<file path="src/rtl/tmr_pkg.sv">
package tmr_pkg;
  // Strobes from the control module to the datapath
  typedef struct packed {
    logic wrCount;    // load count from write data
    logic wrCompare;  // load target from write data
    logic doAdvance;  // apply the step to the count and test for a crossing
    logic useRef;     // step = coreCycles - reference, else step = 1
    logic latchRef;   // capture coreCycles as the new reference
  } tmrStrobe_t;
endpackage

</file>
<file path="src/rtl/tmr_ctrl.sv">
module tmr_ctrl
  import tmr_pkg::*;
(
  input  logic       clk,
  input  logic       rstN,
  input  logic       incOne,
  input  logic       sampleEn,
  input  logic       countWrEn,
  input  logic       compareWrEn,
  input  logic       crossHit,
  output tmrStrobe_t strobe,
  output logic       pending
);
  logic anyWr;

  assign anyWr = countWrEn | compareWrEn;

  always_comb begin
    strobe.wrCount   = countWrEn;
    strobe.wrCompare = compareWrEn;
    // writes take priority: no step and no crossing test in a write cycle
    strobe.doAdvance = !anyWr && (sampleEn || incOne);
    // sampled step wins over the single step
    strobe.useRef    = sampleEn;
    strobe.latchRef  = sampleEn;
  end

  always_ff @(posedge clk) begin
    if (!rstN)          pending <= 1'b0;
    else if (anyWr)     pending <= 1'b0;
    else if (crossHit)  pending <= 1'b1;
  end

  // pending holds until a write
  a_r5_sticky: assert property (@(posedge clk) disable iff (!rstN)
    pending && !anyWr |=> pending);
  // any write leaves the flag clear
  a_r6_write_clears: assert property (@(posedge clk) disable iff (!rstN)
    anyWr |=> !pending);
  // the flag only rises on an advancing cycle
  a_r4_rise_on_step: assert property (@(posedge clk) disable iff (!rstN)
    !pending && !strobe.doAdvance |=> !pending);
endmodule

</file>
<file path="src/rtl/tmr_datapath.sv">
module tmr_datapath
  import tmr_pkg::*;
#(
  parameter int W = 32
) (
  input  logic         clk,
  input  logic         rstN,
  input  tmrStrobe_t   strobe,
  input  logic [W-1:0] wrData,
  input  logic [W-1:0] coreCycles,
  output logic [W-1:0] countVal,
  output logic [W-1:0] compareVal,
  output logic         crossHit
);
  logic [W-1:0] countQ, compareQ, refQ;
  logic [W-1:0] stepVal, countNext;
  logic signed [W-1:0] gapBefore, gapAfter;

  assign stepVal   = strobe.useRef ? (coreCycles - refQ) : W'(1);
  assign countNext = countQ + stepVal;
  assign gapBefore = $signed(compareQ - countQ);
  assign gapAfter  = $signed(compareQ - countNext);
  assign crossHit  = strobe.doAdvance && (gapBefore > 0) && (gapAfter <= 0);

  always_ff @(posedge clk) begin
    if (!rstN) begin
      countQ   <= '0;
      compareQ <= '0;
      refQ     <= '0;
    end else begin
      if (strobe.wrCount)        countQ <= wrData;
      else if (strobe.doAdvance) countQ <= countNext;
      if (strobe.wrCompare)      compareQ <= wrData;
      if (strobe.latchRef)       refQ <= coreCycles;
    end
  end

  assign countVal   = countQ;
  assign compareVal = compareQ;

  // a count write stores the write data
  a_r6_count_load: assert property (@(posedge clk) disable iff (!rstN)
    strobe.wrCount |=> countQ == $past(wrData));
  // single step adds one
  a_r2_single_step: assert property (@(posedge clk) disable iff (!rstN)
    strobe.doAdvance && !strobe.useRef |=> countQ == $past(countQ) + W'(1));
  // without a step or a count write the count holds
  a_r7_count_hold: assert property (@(posedge clk) disable iff (!rstN)
    !strobe.doAdvance && !strobe.wrCount |=> $stable(countQ));
  // the target only changes through a write
  a_r6_compare_hold: assert property (@(posedge clk) disable iff (!rstN)
    !strobe.wrCompare |=> $stable(compareQ));
endmodule

</file>
<file path="src/rtl/cmp_timer.sv">
module cmp_timer
  import tmr_pkg::*;
#(
  parameter int W         = 32,
  parameter int IRQ_LINES = 8,
  parameter int IRQ_LINE  = 7
) (
  input  logic                 clk,
  input  logic                 rstN,
  input  logic                 incOne,
  input  logic                 sampleEn,
  input  logic [W-1:0]         coreCycles,
  input  logic                 countWrEn,
  input  logic                 compareWrEn,
  input  logic [W-1:0]         wrData,
  output logic [W-1:0]         countVal,
  output logic [W-1:0]         compareVal,
  output logic                 timerIrq,
  output logic [IRQ_LINES-1:0] irqLines
);
  tmrStrobe_t strobe;
  logic       crossHit;
  logic       pending;

  tmr_ctrl u_ctrl (
    .clk(clk), .rstN(rstN), .incOne(incOne), .sampleEn(sampleEn),
    .countWrEn(countWrEn), .compareWrEn(compareWrEn),
    .crossHit(crossHit), .strobe(strobe), .pending(pending)
  );

  tmr_datapath #(.W(W)) u_dp (
    .clk(clk), .rstN(rstN), .strobe(strobe), .wrData(wrData),
    .coreCycles(coreCycles), .countVal(countVal),
    .compareVal(compareVal), .crossHit(crossHit)
  );

  assign timerIrq = pending;

  for (genvar i = 0; i < IRQ_LINES; i++) begin : g_line
    if (i == IRQ_LINE) begin : g_timer
      assign irqLines[i] = pending;
    end else begin : g_idle
      assign irqLines[i] = 1'b0;
    end
  end

  // at most the timer line is active
  a_r9_single_line: assert property (@(posedge clk) disable iff (!rstN)
    $onehot0(irqLines));
endmodule

</file>
<file path="config.mk">
export PLATFORM = sky130hd
export DESIGN_NAME = cmp_timer
export DESIGN_NICKNAME = d
export VERILOG_FILES = /design/src/rtl/tmr_pkg.sv /design/src/rtl/tmr_ctrl.sv /design/src/rtl/tmr_datapath.sv /design/src/rtl/cmp_timer.sv
export SDC_FILE = /design/constraint.sdc
export NUM_CORES = 1
export LEC_CHECK = 0
export BUFFER_PORTS_ARGS = -buffer_cell sky130_fd_sc_hd__buf_2
export CAP_MARGIN = 20
export CORE_AREA = 10 10 153 155
export DETAILED_ROUTE_END_ITERATION = 10
export DIE_AREA = 0 0 163 165
export PLACE_DENSITY = 0.77
export SYNTH_ARGS = -nofsm -noshare
export SYNTH_HDL_FRONTEND = slang
export SYNTH_SLANG_ARGS = --single-unit
</file>
<file path="constraint.sdc">
create_clock -name clk -period 8.1 [get_ports clk]
set_clock_uncertainty 0.1 [all_clocks]
set_input_delay 1.62 -clock clk [delete_from_list [all_inputs] [get_ports clk]]
set_output_delay 1.62 -clock clk [all_outputs]
set_load 0.005 [all_outputs]
</file>
== Word-level counts from Yosys, hierarchy flattened ==
Index checks and enable logic that the tools add are counted.
Widths: inputs -> output; s select.

* Register bits after elaboration: 97

* Reduce and logical (&&, ||, !) cells: 7
* Magnitude comparators: 2
* Mux-type cells: 3
* Add/sub/neg operators: 4
* Bitwise logic cells: 2

{| class="wikitable"
|+ Operators by type and width
! kind !! count
|-
| $mux 32 || 3
|-
| $sub 32x32->32 || 3
|-
| $add 32x32->32 || 1
|-
| $gt 32x1->1 const B || 1
|-
| $le 32x1->1 const B || 1
|-
| $logic_and 1x1->1 || 3
|-
| $reduce_bool 2->1 || 1
|-
| $reduce_or 2->1 || 1
|-
| $logic_not 1->1 || 1
|-
| $logic_or 1x1->1 || 1
|-
| $not 1->1 || 1
|-
| $or 1x1->1 || 1
|}

== Logic depth before layout (Yosys ltp) ==
Gate-level depths: netlist of run 1.

* Word-level depth: 6
* Depth in mapped cells: 39

== Cells and area by module ==
A second synthesis of run 1 with hierarchy kept.

* Cells, all modules: 1408
* Area, all modules: 10837.9 µm²

{| class="wikitable"
|+ By module, submodules not included
! module !! cells each !! instances !! area an instance (µm²) !! sequential area each (µm²)
|-
| tmr_datapath || 1390 || 1 || 10695.3 || 1921.8
|-
| tmr_ctrl || 9 || 1 || 78.8 || 20.0
|-
| cmp_timer || 9 || 1 || 63.8 || 0.0
|}

== Worst setup path after synthesis of run 1 ==
OpenSTA, ideal clock, no wires.

* Kind: input to register
* Start: input port coreCycles[0]
* End: register u_ctrl.pending
* Arrival time: 8.125 ns
* Stages on the path: 39
* Required time: 7.931 ns
* Setup slack: -0.193 ns
* Setup time: 0.069 ns
* Buffers on the path: 1
* Cell sequence: inv_1 -> ha_1 -> inv_1 -> fa_1 -> a21o_1 -> a21oi_1 -> nor2b_1 -> o21ai_0 -> nand2b_1 -> a21o_1 -> a21oi_1 -> o21bai_1 -> a21oi_1 -> xor2_1 -> nor2_1 -> ha_1 -> a21o_1 -> a21o_1 -> [3 not listed] -> a21oi_1 -> a41o_1 -> o41ai_1 -> o21bai_1 -> a21oi_1 -> xor2_1 -> ha_1 -> clkbuf_1 -> o22ai_1 -> nor4b_1 -> o2111ai_1 -> nor4_1 -> nand4_1 -> nor4_1 -> nand4_1 -> or4_1 -> o31a_1 -> o21ai_1

* Word-level cells in the longest chain between the ends: 6

{| class="wikitable"
|+ Ends and longest elaborated chain
! item !! line !! source
|-
| start, declared || cmp_timer.sv:12 || <nowiki>input logic [W-1:0] coreCycles,</nowiki>
|-
| $sub 32x32->32 || tmr_datapath.sv:19 || <nowiki>assign stepVal = strobe.useRef ? (coreCycles - refQ) : W'(1);</nowiki>
|-
| $mux 32 || tmr_datapath.sv:19 ||
|-
| $add 32x32->32 || tmr_datapath.sv:20 || <nowiki>assign countNext = countQ + stepVal;</nowiki>
|-
| $sub 32x32->32 || tmr_datapath.sv:22 || <nowiki>assign gapAfter = $signed(compareQ - countNext);</nowiki>
|-
| $le 32x1->1 || tmr_datapath.sv:23 || <nowiki>assign crossHit = strobe.doAdvance && (gapBefore > 0) && (gapAfter <= 0);</nowiki>
|-
| $logic_and 1x1->1 || tmr_datapath.sv:23 ||
|-
| end signal, assigned || tmr_ctrl.sv:29 || <nowiki>if (!rstN) pending <= 1'b0;</nowiki>
|-
| end signal, assigned || tmr_ctrl.sv:30 || <nowiki>else if (anyWr) pending <= 1'b0;</nowiki>
|-
| end signal, assigned || tmr_ctrl.sv:31 || <nowiki>else if (crossHit) pending <= 1'b1;</nowiki>
|-
| end, declared || tmr_ctrl.sv:12 || <nowiki>output logic pending</nowiki>
|}

No other way between the ends.
A chain may end at the register's enable or synchronous reset.

== Final worst setup path of run 1 ==
Ends and elaborated chain as after synthesis.

==> metrics.log, run 1 <==
INFO  metric holdCritPathClass = register to register
INFO  metric timing.critical_path.arrival = 8300 ps
INFO  metric initialDrtViolationCount = 1046
INFO  metric ios = 143
INFO  metric syn_avg_cell_area = 7.74 sq um
INFO  metric drc = 0
INFO  metric route.antenna.remaining_nets = 0
INFO  metric design_area = 0.0131 sq mm
INFO  metric min_period = 8090 ps
INFO  metric swShare = 42.5%
INFO  metric final_cell_mix = sky130_fd_sc_hd__buf_4, sky130_fd_sc_hd__buf_2, sky130_fd_sc_hd__ha_1
INFO  metric slowest_stage = sky130_fd_sc_hd__or4_1
INFO  metric worstPathMaxFanout = 6
INFO  metric clkPwrFrac = 18.7%
INFO  metric synth_async_reset_ratio = 0%
INFO  metric drive_above_1_share = 21.4%
INFO  metric ir_drop = 104 uV
INFO  metric grt_pass1_wl = 55.5 mm
INFO  metric critical_path_class = primary input to register
INFO  metric synth.ff_latch_count = 97
INFO  metric mostFrequentLayoutCell = sky130_fd_sc_hd__buf_4
INFO  metric slew_violations = 0
INFO  metric cp_common_cell = sky130_fd_sc_hd__buf_4
INFO  metric internal_power = 1.37 mW
INFO  metric setup_total_negative_slack = 0 ps
INFO  metric globalRoute.totalOverflow = 0
INFO  metric post_synth_inst_count = 1393
INFO  metric final-hold-violation-count = 0
INFO  metric maximum_number_of_pins_on_one_net_before_global_route_repair = 66
INFO  metric worst_setup_path_end_kind = register
INFO  metric layout.nets = 1836
INFO  metric synthesis.yosys.warnings = 0
INFO  metric worst_slew_pin_slew = 1060 ps
INFO  metric critPathLaunchType = primary input
INFO  metric p_per_area = 181 mW/mm^2
INFO  metric postCtsHoldBufs = 0
INFO  metric detailed_place.area = 0.0125 sq mm
INFO  metric setup_violations = 0
INFO  metric synthTopCellsByArea = sky130_fd_sc_hd__dfxtp_1, sky130_fd_sc_hd__ha_1, sky130_fd_sc_hd__mux2i_1
INFO  metric timing.critical_path.slowest_cell_delay = 530 ps
INFO  metric first_pass_iters = 5
INFO  metric cts-buffers-inserted = 9
INFO  metric synth_flop_cell = sky130_fd_sc_hd__dfxtp_1
INFO  metric timing.max_slew.rel_slack = 29.2%
INFO  metric p_sw = 1.01 mW
INFO  metric floorplan.die_area = 0.0269 sq mm
INFO  metric finalWeightedCongestion = 0.993
INFO  metric place.port_buffers = 135
INFO  metric max_cap_violations = 0
INFO  metric clockRootBuffer = sky130_fd_sc_hd__clkbuf_16
INFO  metric clock_pin_slew_reported_for_the_worst_setup_and_hold_paths_after_clock_tree_synthesis = 80 ps
INFO  metric routed-via-count = 11300
INFO  metric tritoncts_clock_tree = yes
INFO  metric grt_setup_unrepaired = yes
INFO  metric syn_to_final_growth = 21.6%
INFO  metric post-dp-hpwl = 27.7 mm
INFO  metric post-synth-top-area-fraction = 18.0%
INFO  metric initial_antenna_violation_count = 3
INFO  metric synth-seq-area-share = 18.0%
INFO  metric yosys.cell_types.count = 88
INFO  metric yosysTopAreaCell = sky130_fd_sc_hd__dfxtp_1
INFO  metric fin_total_pwr = 2.38 mW
INFO  metric number_of_global_route_vias_before_repair = 10900
INFO  metric clock_insertion_delay_worst_skew = 370 ps
INFO  metric grt_usage = 25.3%
INFO  metric routed_via_density = 5.92
INFO  metric maximum_clock_rate = 124 MHz
INFO  metric cts.sink_count = 97
INFO  metric wire_per_inst = 18.2 um
INFO  metric timing.final.crit_share = 99.9%
INFO  metric clk_path_buf_depth = 2
INFO  metric worstPathRequired = 8300 ps
INFO  metric sequentialPowerShare = 23.5%
INFO  metric initial_core_util = 53.5%
INFO  metric fin_hold_ws = 421 ps
INFO  metric std_cell_rows = 52
INFO  metric cts.htree.levels = 3
INFO  metric run_status = finished clean
INFO  metric leakagePower = 6.24 nW
INFO  metric fp.coreArea = 0.0202 sq mm
INFO  metric synth-edff-count = 0
INFO  metric routed_wl = 34.9 mm
INFO  metric combPwrFrac = 57.8%
INFO  metric fp.dieW = 163 um
INFO  metric die_height = 165 um
INFO  metric summed_instance_area_of_the_synthesized_netlist = 0.0108 sq mm
through the flow:
stage / worst slack [ps] / util [%] / std cells
CTS: -114 / 64.5 / 1909
finish: 6.32 / 65.0 / 1916
global route: -442 / 65.0 / 1914
global placement: -629 / 62.1 / 1880
detailed placement: -829 / 62.1 / 1880
floorplan: 12.4 / - / 1399
routing by layer:
metal / part of all wire (%) / GRT usage (%) / up-vias
li1: - / - / 5528
met1: 43 / 32.6 / 5260
met2: 45 / 40.9 / 475
met3: 7.9 / 3.78 / 77
met4: 3.8 / 11.3 / 0
met5: 0 / 0 / -
worst paths after layout:
path / from / end / slack (ps) / depth (start not counted)
hold reg to reg: u_dp.refQ[12] / u_dp.refQ[12] / 420 / 2
setup / recovery: coreCycles[0] / u_ctrl.pending / 6 / 41
hold / removal: u_dp.refQ[12] / u_dp.refQ[12] / 420 / 2
setup reg to reg: u_dp.refQ[0] / u_ctrl.pending / 980 / 39
Yosys cell counts (5+ instances only):
| cell | n |
|---|---|
| sky130_fd_sc_hd__nor3_1 | 32 |
| sky130_fd_sc_hd__o22ai_1 | 5 |
| sky130_fd_sc_hd__a31oi_1 | 13 |
| sky130_fd_sc_hd__nand2b_1 | 17 |
| sky130_fd_sc_hd__xnor2_1 | 47 |
| sky130_fd_sc_hd__ha_1 | 124 |
| sky130_fd_sc_hd__and2_1 | 37 |
| sky130_fd_sc_hd__or4_1 | 7 |
| sky130_fd_sc_hd__or3_1 | 12 |
| sky130_fd_sc_hd__xor2_1 | 37 |
| sky130_fd_sc_hd__and4_1 | 7 |
| sky130_fd_sc_hd__buf_1 | 5 |
| sky130_fd_sc_hd__mux2i_1 | 70 |
| sky130_fd_sc_hd__o211ai_1 | 10 |
| sky130_fd_sc_hd__nand4_1 | 14 |
| sky130_fd_sc_hd__a21o_1 | 37 |
| sky130_fd_sc_hd__o2111ai_1 | 7 |
| sky130_fd_sc_hd__dfxtp_1 | 97 |
| sky130_fd_sc_hd__nor4_1 | 9 |
| sky130_fd_sc_hd__o21a_1 | 18 |
| sky130_fd_sc_hd__o31ai_1 | 8 |
| sky130_fd_sc_hd__inv_1 | 106 |
| sky130_fd_sc_hd__a221oi_1 | 7 |
| sky130_fd_sc_hd__nand3_1 | 27 |
| sky130_fd_sc_hd__a21oi_1 | 96 |
| sky130_fd_sc_hd__o21bai_1 | 14 |
| sky130_fd_sc_hd__a22oi_1 | 28 |
| sky130_fd_sc_hd__nor2_1 | 98 |
| sky130_fd_sc_hd__clkbuf_1 | 31 |
| sky130_fd_sc_hd__nor3b_1 | 9 |
| sky130_fd_sc_hd__and3_1 | 10 |
| sky130_fd_sc_hd__nand2_1 | 71 |
| sky130_fd_sc_hd__o21ai_0 | 88 |
| sky130_fd_sc_hd__buf_4 | 10 |
| sky130_fd_sc_hd__a211oi_1 | 10 |
| sky130_fd_sc_hd__nor2b_1 | 83 |
| sky130_fd_sc_hd__a21boi_0 | 9 |
final cells by class:
| type | count | area, sq um |
|---|---|---|
| antenna | 3 | 7.51 |
| clock buffer | 10 | 229 |
| clock inverter | 6 | 57.6 |
| fill | 1779 | 7050 |
| inverter | 106 | 400 |
| multi-input combinational | 1147 | 8390 |
| sequential | 97 | 1940 |
| tap | 270 | 338 |
| timing repair buffer | 277 | 1750 |
flip-flops by register name, summed over array words and instances, names as in the netlist:
signal and cells:
u_dp.compareVal 32, u_dp.countVal 32, u_dp.refQ 32, u_ctrl.pending 1
power by group through the flow:
stage	Combinational [mW]	Sequential [mW]	Clock, mW
finish	1.37	0.560	0.445
global route	1.51	0.563	0.465
detailed placement	1.30	0.568	0
global placement	1.28	0.567	0
CTS	1.33	0.557	0.450
floorplan	0.894	0.548	0
cell families after synthesis:
family	synth area share (%)
AOI/OAI and AO/OA	24.9
adders and majority gates	15.1
other	0.0348
DFF	18.0
xor gates and xnor gates	7.03
buffers and inverters	6.00
muxes	6.60
and+or+nand+nor	22.3
critical path: cells and delay by family:
| kind | cells | cell delay, ps |
|---|---|---|
| multiplexers | 1 | 120 |
| buffers and inverters | 14 | 1370 |
| XOR/XNOR | 1 | 140 |
| adder cells (fa/ha/maj) | 4 | 1020 |
| AND/OR/NAND/NOR | 3 | 760 |
| AO/OA/AOI/OAI | 18 | 3270 |
timing repair:
item	in CTS	in global routing
hold endpoints to repair	0	0
gates resized for setup	29	15
setup endpoints to repair	1	1
pin swaps	38	29
setup buffers	13	4
Power figures use the tool's default switching activity.
==> run 2, diff against run 1 <==
CORE_AREA = 10 10 219 221   (was 10 10 153 155)
DIE_AREA = 0 0 229 231   (was 0 0 163 165)
PLACE_DENSITY = 0.42   (was 0.77)
==> metrics.log, run 2 (synthesis results as in run 1) <==
INFO  metric detailed_place.area = 0.0133 sq mm (+5.9%)
INFO  metric timing.max_slew.rel_slack = 56.2% (+27 points)
INFO  metric p_per_area = 177 mW/mm^2 (-2.1%)
INFO  metric finalWeightedCongestion = 0.901 (-9.3%)
INFO  metric slew_violations = 0 (unchanged)
INFO  metric grt_setup_unrepaired = yes
INFO  metric clock_insertion_delay_worst_skew = 380 ps (about the same)
INFO  metric number_of_global_route_vias_before_repair = 10800 (-0.22%)
INFO  metric critical_path_class = primary input to register
INFO  metric timing.final.crit_share = 102% (+1.9 points)
INFO  metric clockRootBuffer = sky130_fd_sc_hd__clkbuf_16
INFO  metric cts.sink_count = 97 (unchanged)
INFO  metric critPathLaunchType = primary input
INFO  metric grt_usage = 14.9% (-10 points)
INFO  metric timing.critical_path.arrival = 8470 ps (+170 ps)
INFO  metric worst_slew_pin_slew = 657 ps (-405 ps)
INFO  metric clock_pin_slew_reported_for_the_worst_setup_and_hold_paths_after_clock_tree_synthesis = 80 ps (about the same)
INFO  metric worstPathRequired = 8320 ps (+20 ps)
INFO  metric initialDrtViolationCount = 475 (-55%)
INFO  metric design_area = 0.0138 sq mm (+5.4%)
INFO  metric failed_checks = negative setup slack
INFO  metric timing.critical_path.to = u_ctrl.pending
INFO  metric fp.dieW = 229 um (+40%)
INFO  metric max_cap_violations = 0 (unchanged)
INFO  metric routed_wl = 40.4 mm (+16%)
INFO  metric clk_path_buf_depth = 2 (unchanged)
INFO  metric timing.critical_path.slowest_cell_delay = 490 ps (-40 ps)
INFO  metric route.antenna.remaining_nets = 0 (unchanged)
INFO  metric fp.coreArea = 0.0437 sq mm (+120%)
INFO  metric routed-via-count = 10800 (-4.9%)
INFO  metric globalRoute.totalOverflow = 0 (unchanged)
INFO  metric grt_pass1_wl = 62.5 mm (+13%)
INFO  metric layout.nets = 1869 (+1.8%)
INFO  metric ios = 143 (unchanged)
INFO  metric postCtsHoldBufs = 0 (unchanged)
INFO  metric worst_setup_sp = coreCycles[0]
INFO  metric finalWorstSetupSlack = -149 ps (-155 ps)
INFO  metric cp_common_cell = sky130_fd_sc_hd__a21oi_2
INFO  metric rr_worst_depth = 36 (-7.7%)
INFO  metric routed_via_density = 4.75 (-20%)
INFO  metric ff_latch_area = 0.00194 sq mm (unchanged)
INFO  metric multi_input_area = 0.00845 sq mm (+0.66%)
INFO  metric final_core_util = 31.6% (-33 points)
INFO  metric fin_total_pwr = 2.45 mW (+3.2%)
INFO  metric cts.htree.levels = 3 (unchanged)
INFO  metric floorplan.die_area = 0.0529 sq mm (+97%)
INFO  metric maximum_clock_rate = 121 MHz (-1.9%)
INFO  metric first_pass_iters = 5 (unchanged)
INFO  metric rrSetupSlack = 840 ps (-140 ps)
INFO  metric leakagePower = 6.45 nW (+3.4%)
INFO  metric syn_to_final_growth = 28.2%
INFO  metric cts-buffers-inserted = 9 (unchanged)
INFO  metric initial_antenna_violation_count = 7 (+4)
INFO  metric final_cell_mix = sky130_fd_sc_hd__buf_4, sky130_fd_sc_hd__buf_2, sky130_fd_sc_hd__ha_1
INFO  metric drive_above_1_share = 23.2% (+1.8 points)
INFO  metric r2r_end = u_ctrl.pending
INFO  metric wire_per_inst = 17.8 um (-2.1%)
INFO  metric mostFrequentLayoutCell = sky130_fd_sc_hd__buf_4
INFO  metric drc = 0 (unchanged)
INFO  metric die_height = 231 um (+40%)
INFO  metric startpoint_of_the_lowest_slack_register_to_register_path = u_dp.refQ[0]
INFO  metric post-place-ws = -1220 ps (-394 ps)
INFO  metric tritoncts_clock_tree = yes
INFO  metric ir_drop = 103 uV (-0.82%)
INFO  metric final-hold-violation-count = 0 (unchanged)
INFO  metric final_cell_count_without_fillers = 2269 (+18%)
INFO  metric setup_total_negative_slack = -149 ps (-149 ps)
INFO  metric initial_core_util = 24.7% (-29 points)
INFO  metric holdCritPathClass = register to register
INFO  metric run_status = complete, but fails checks
INFO  metric post-dp-hpwl = 33.4 mm (+21%)
INFO  metric place_inst = 2246 (+19%)
INFO  metric worstPathMaxFanout = 4 (-2)
INFO  metric slowest_stage = sky130_fd_sc_hd__or4_1
INFO  metric worst_setup_path_end_kind = register
INFO  metric setup_violations = 1 (+1)
INFO  metric fillCellCount = 4761 (+170%)
INFO  metric std_cell_rows = 77 (+48%)
INFO  metric min_period = 8250 ps (+155 ps)
INFO  metric place.port_buffers = 135 (unchanged)
INFO  metric fin_hold_ws = 419 ps (-2.15 ps)
INFO  metric maximum_number_of_pins_on_one_net_before_global_route_repair = 65 (-1.5%)
## run 2: changes by cell type in the layout (fill, tap and decap cells not counted), moves of 2 or more
cell	change
sky130_fd_sc_hd__and4_1	-2
sky130_fd_sc_hd__and4_4	+2
sky130_fd_sc_hd__buf_4	+32
sky130_fd_sc_hd__buf_6	+2
sky130_fd_sc_hd__diode_2	-2
sky130_fd_sc_hd__ha_1	+5
sky130_fd_sc_hd__ha_2	-3
sky130_fd_sc_hd__ha_4	-2
sky130_fd_sc_hd__nor3b_1	-2
sky130_fd_sc_hd__nor3b_4	+2
sky130_fd_sc_hd__o21ai_1	-2
sky130_fd_sc_hd__o31ai_1	-2
## run 2: cell type report
type                       instances  share of cell area (%)
antenna                            1                  0.0181
tap                              592                    5.36
clock buffer                      10                    1.73
sequential                        97                    14.0
timing repair buffer             310                    14.5
inverter                         106                    2.89
multi-input combinational       1147                    61.1
clock inverter                     6                   0.416
## run 2: critical path: cells and delay by family
family / cells / cell delay (ps)
AOI/OAI and AO/OA: 17 / 2970
xor gates and xnor gates: 2 / 360
adders and majority gates: 4 / 1130
buffers and inverters: 4 / 330
and+or+nand+nor: 11 / 2060
## run 2: worst min-delay path by stage
stage | endpoint | depth (start not counted) | start | slack, ps
after CTS | u_dp.refQ[16] | 2 | u_dp.refQ[16] | 420
after floorplan | u_dp.refQ[10] | 2 | u_dp.refQ[10] | 380
after detailed placement | u_dp.refQ[20] | 2 | u_dp.refQ[20] | 400
final | u_dp.refQ[5] | 2 | u_dp.refQ[5] | 420
after global routing | u_dp.refQ[1] | 2 | u_dp.refQ[1] | 440
after global placement | u_dp.refQ[3] | 2 | u_dp.refQ[3] | 400
## run 2: metal layers
layer | wire (um) | share of wire [%] | up-vias | global-route usage, %
li1 | - | - | 5596 | -
met1 | 19400 | 48 | 4977 | 19.3
met2 | 18400 | 46 | 166 | 24.9
met3 | 1790 | 4.4 | 37 | 3.02
met4 | 698 | 1.7 | 10 | 3.75
met5 | 57 | 0.14 | - | 0
## run 2: power breakdown
group	switching, mW	internal (mW)	leakage (nW)	total (mW)
sequential	0.0544	0.509	0.801	0.564
combinational	0.757	0.671	5.50	1.43
clock	0.238	0.225	0.148	0.463
## run 2: what timing repair did
action	in CTS	in global routing
gates cloned	0	0
setup buffers	6	1
pin swaps	17	38
gates resized for setup	16	34
endpoints found under the setup margin	1	1
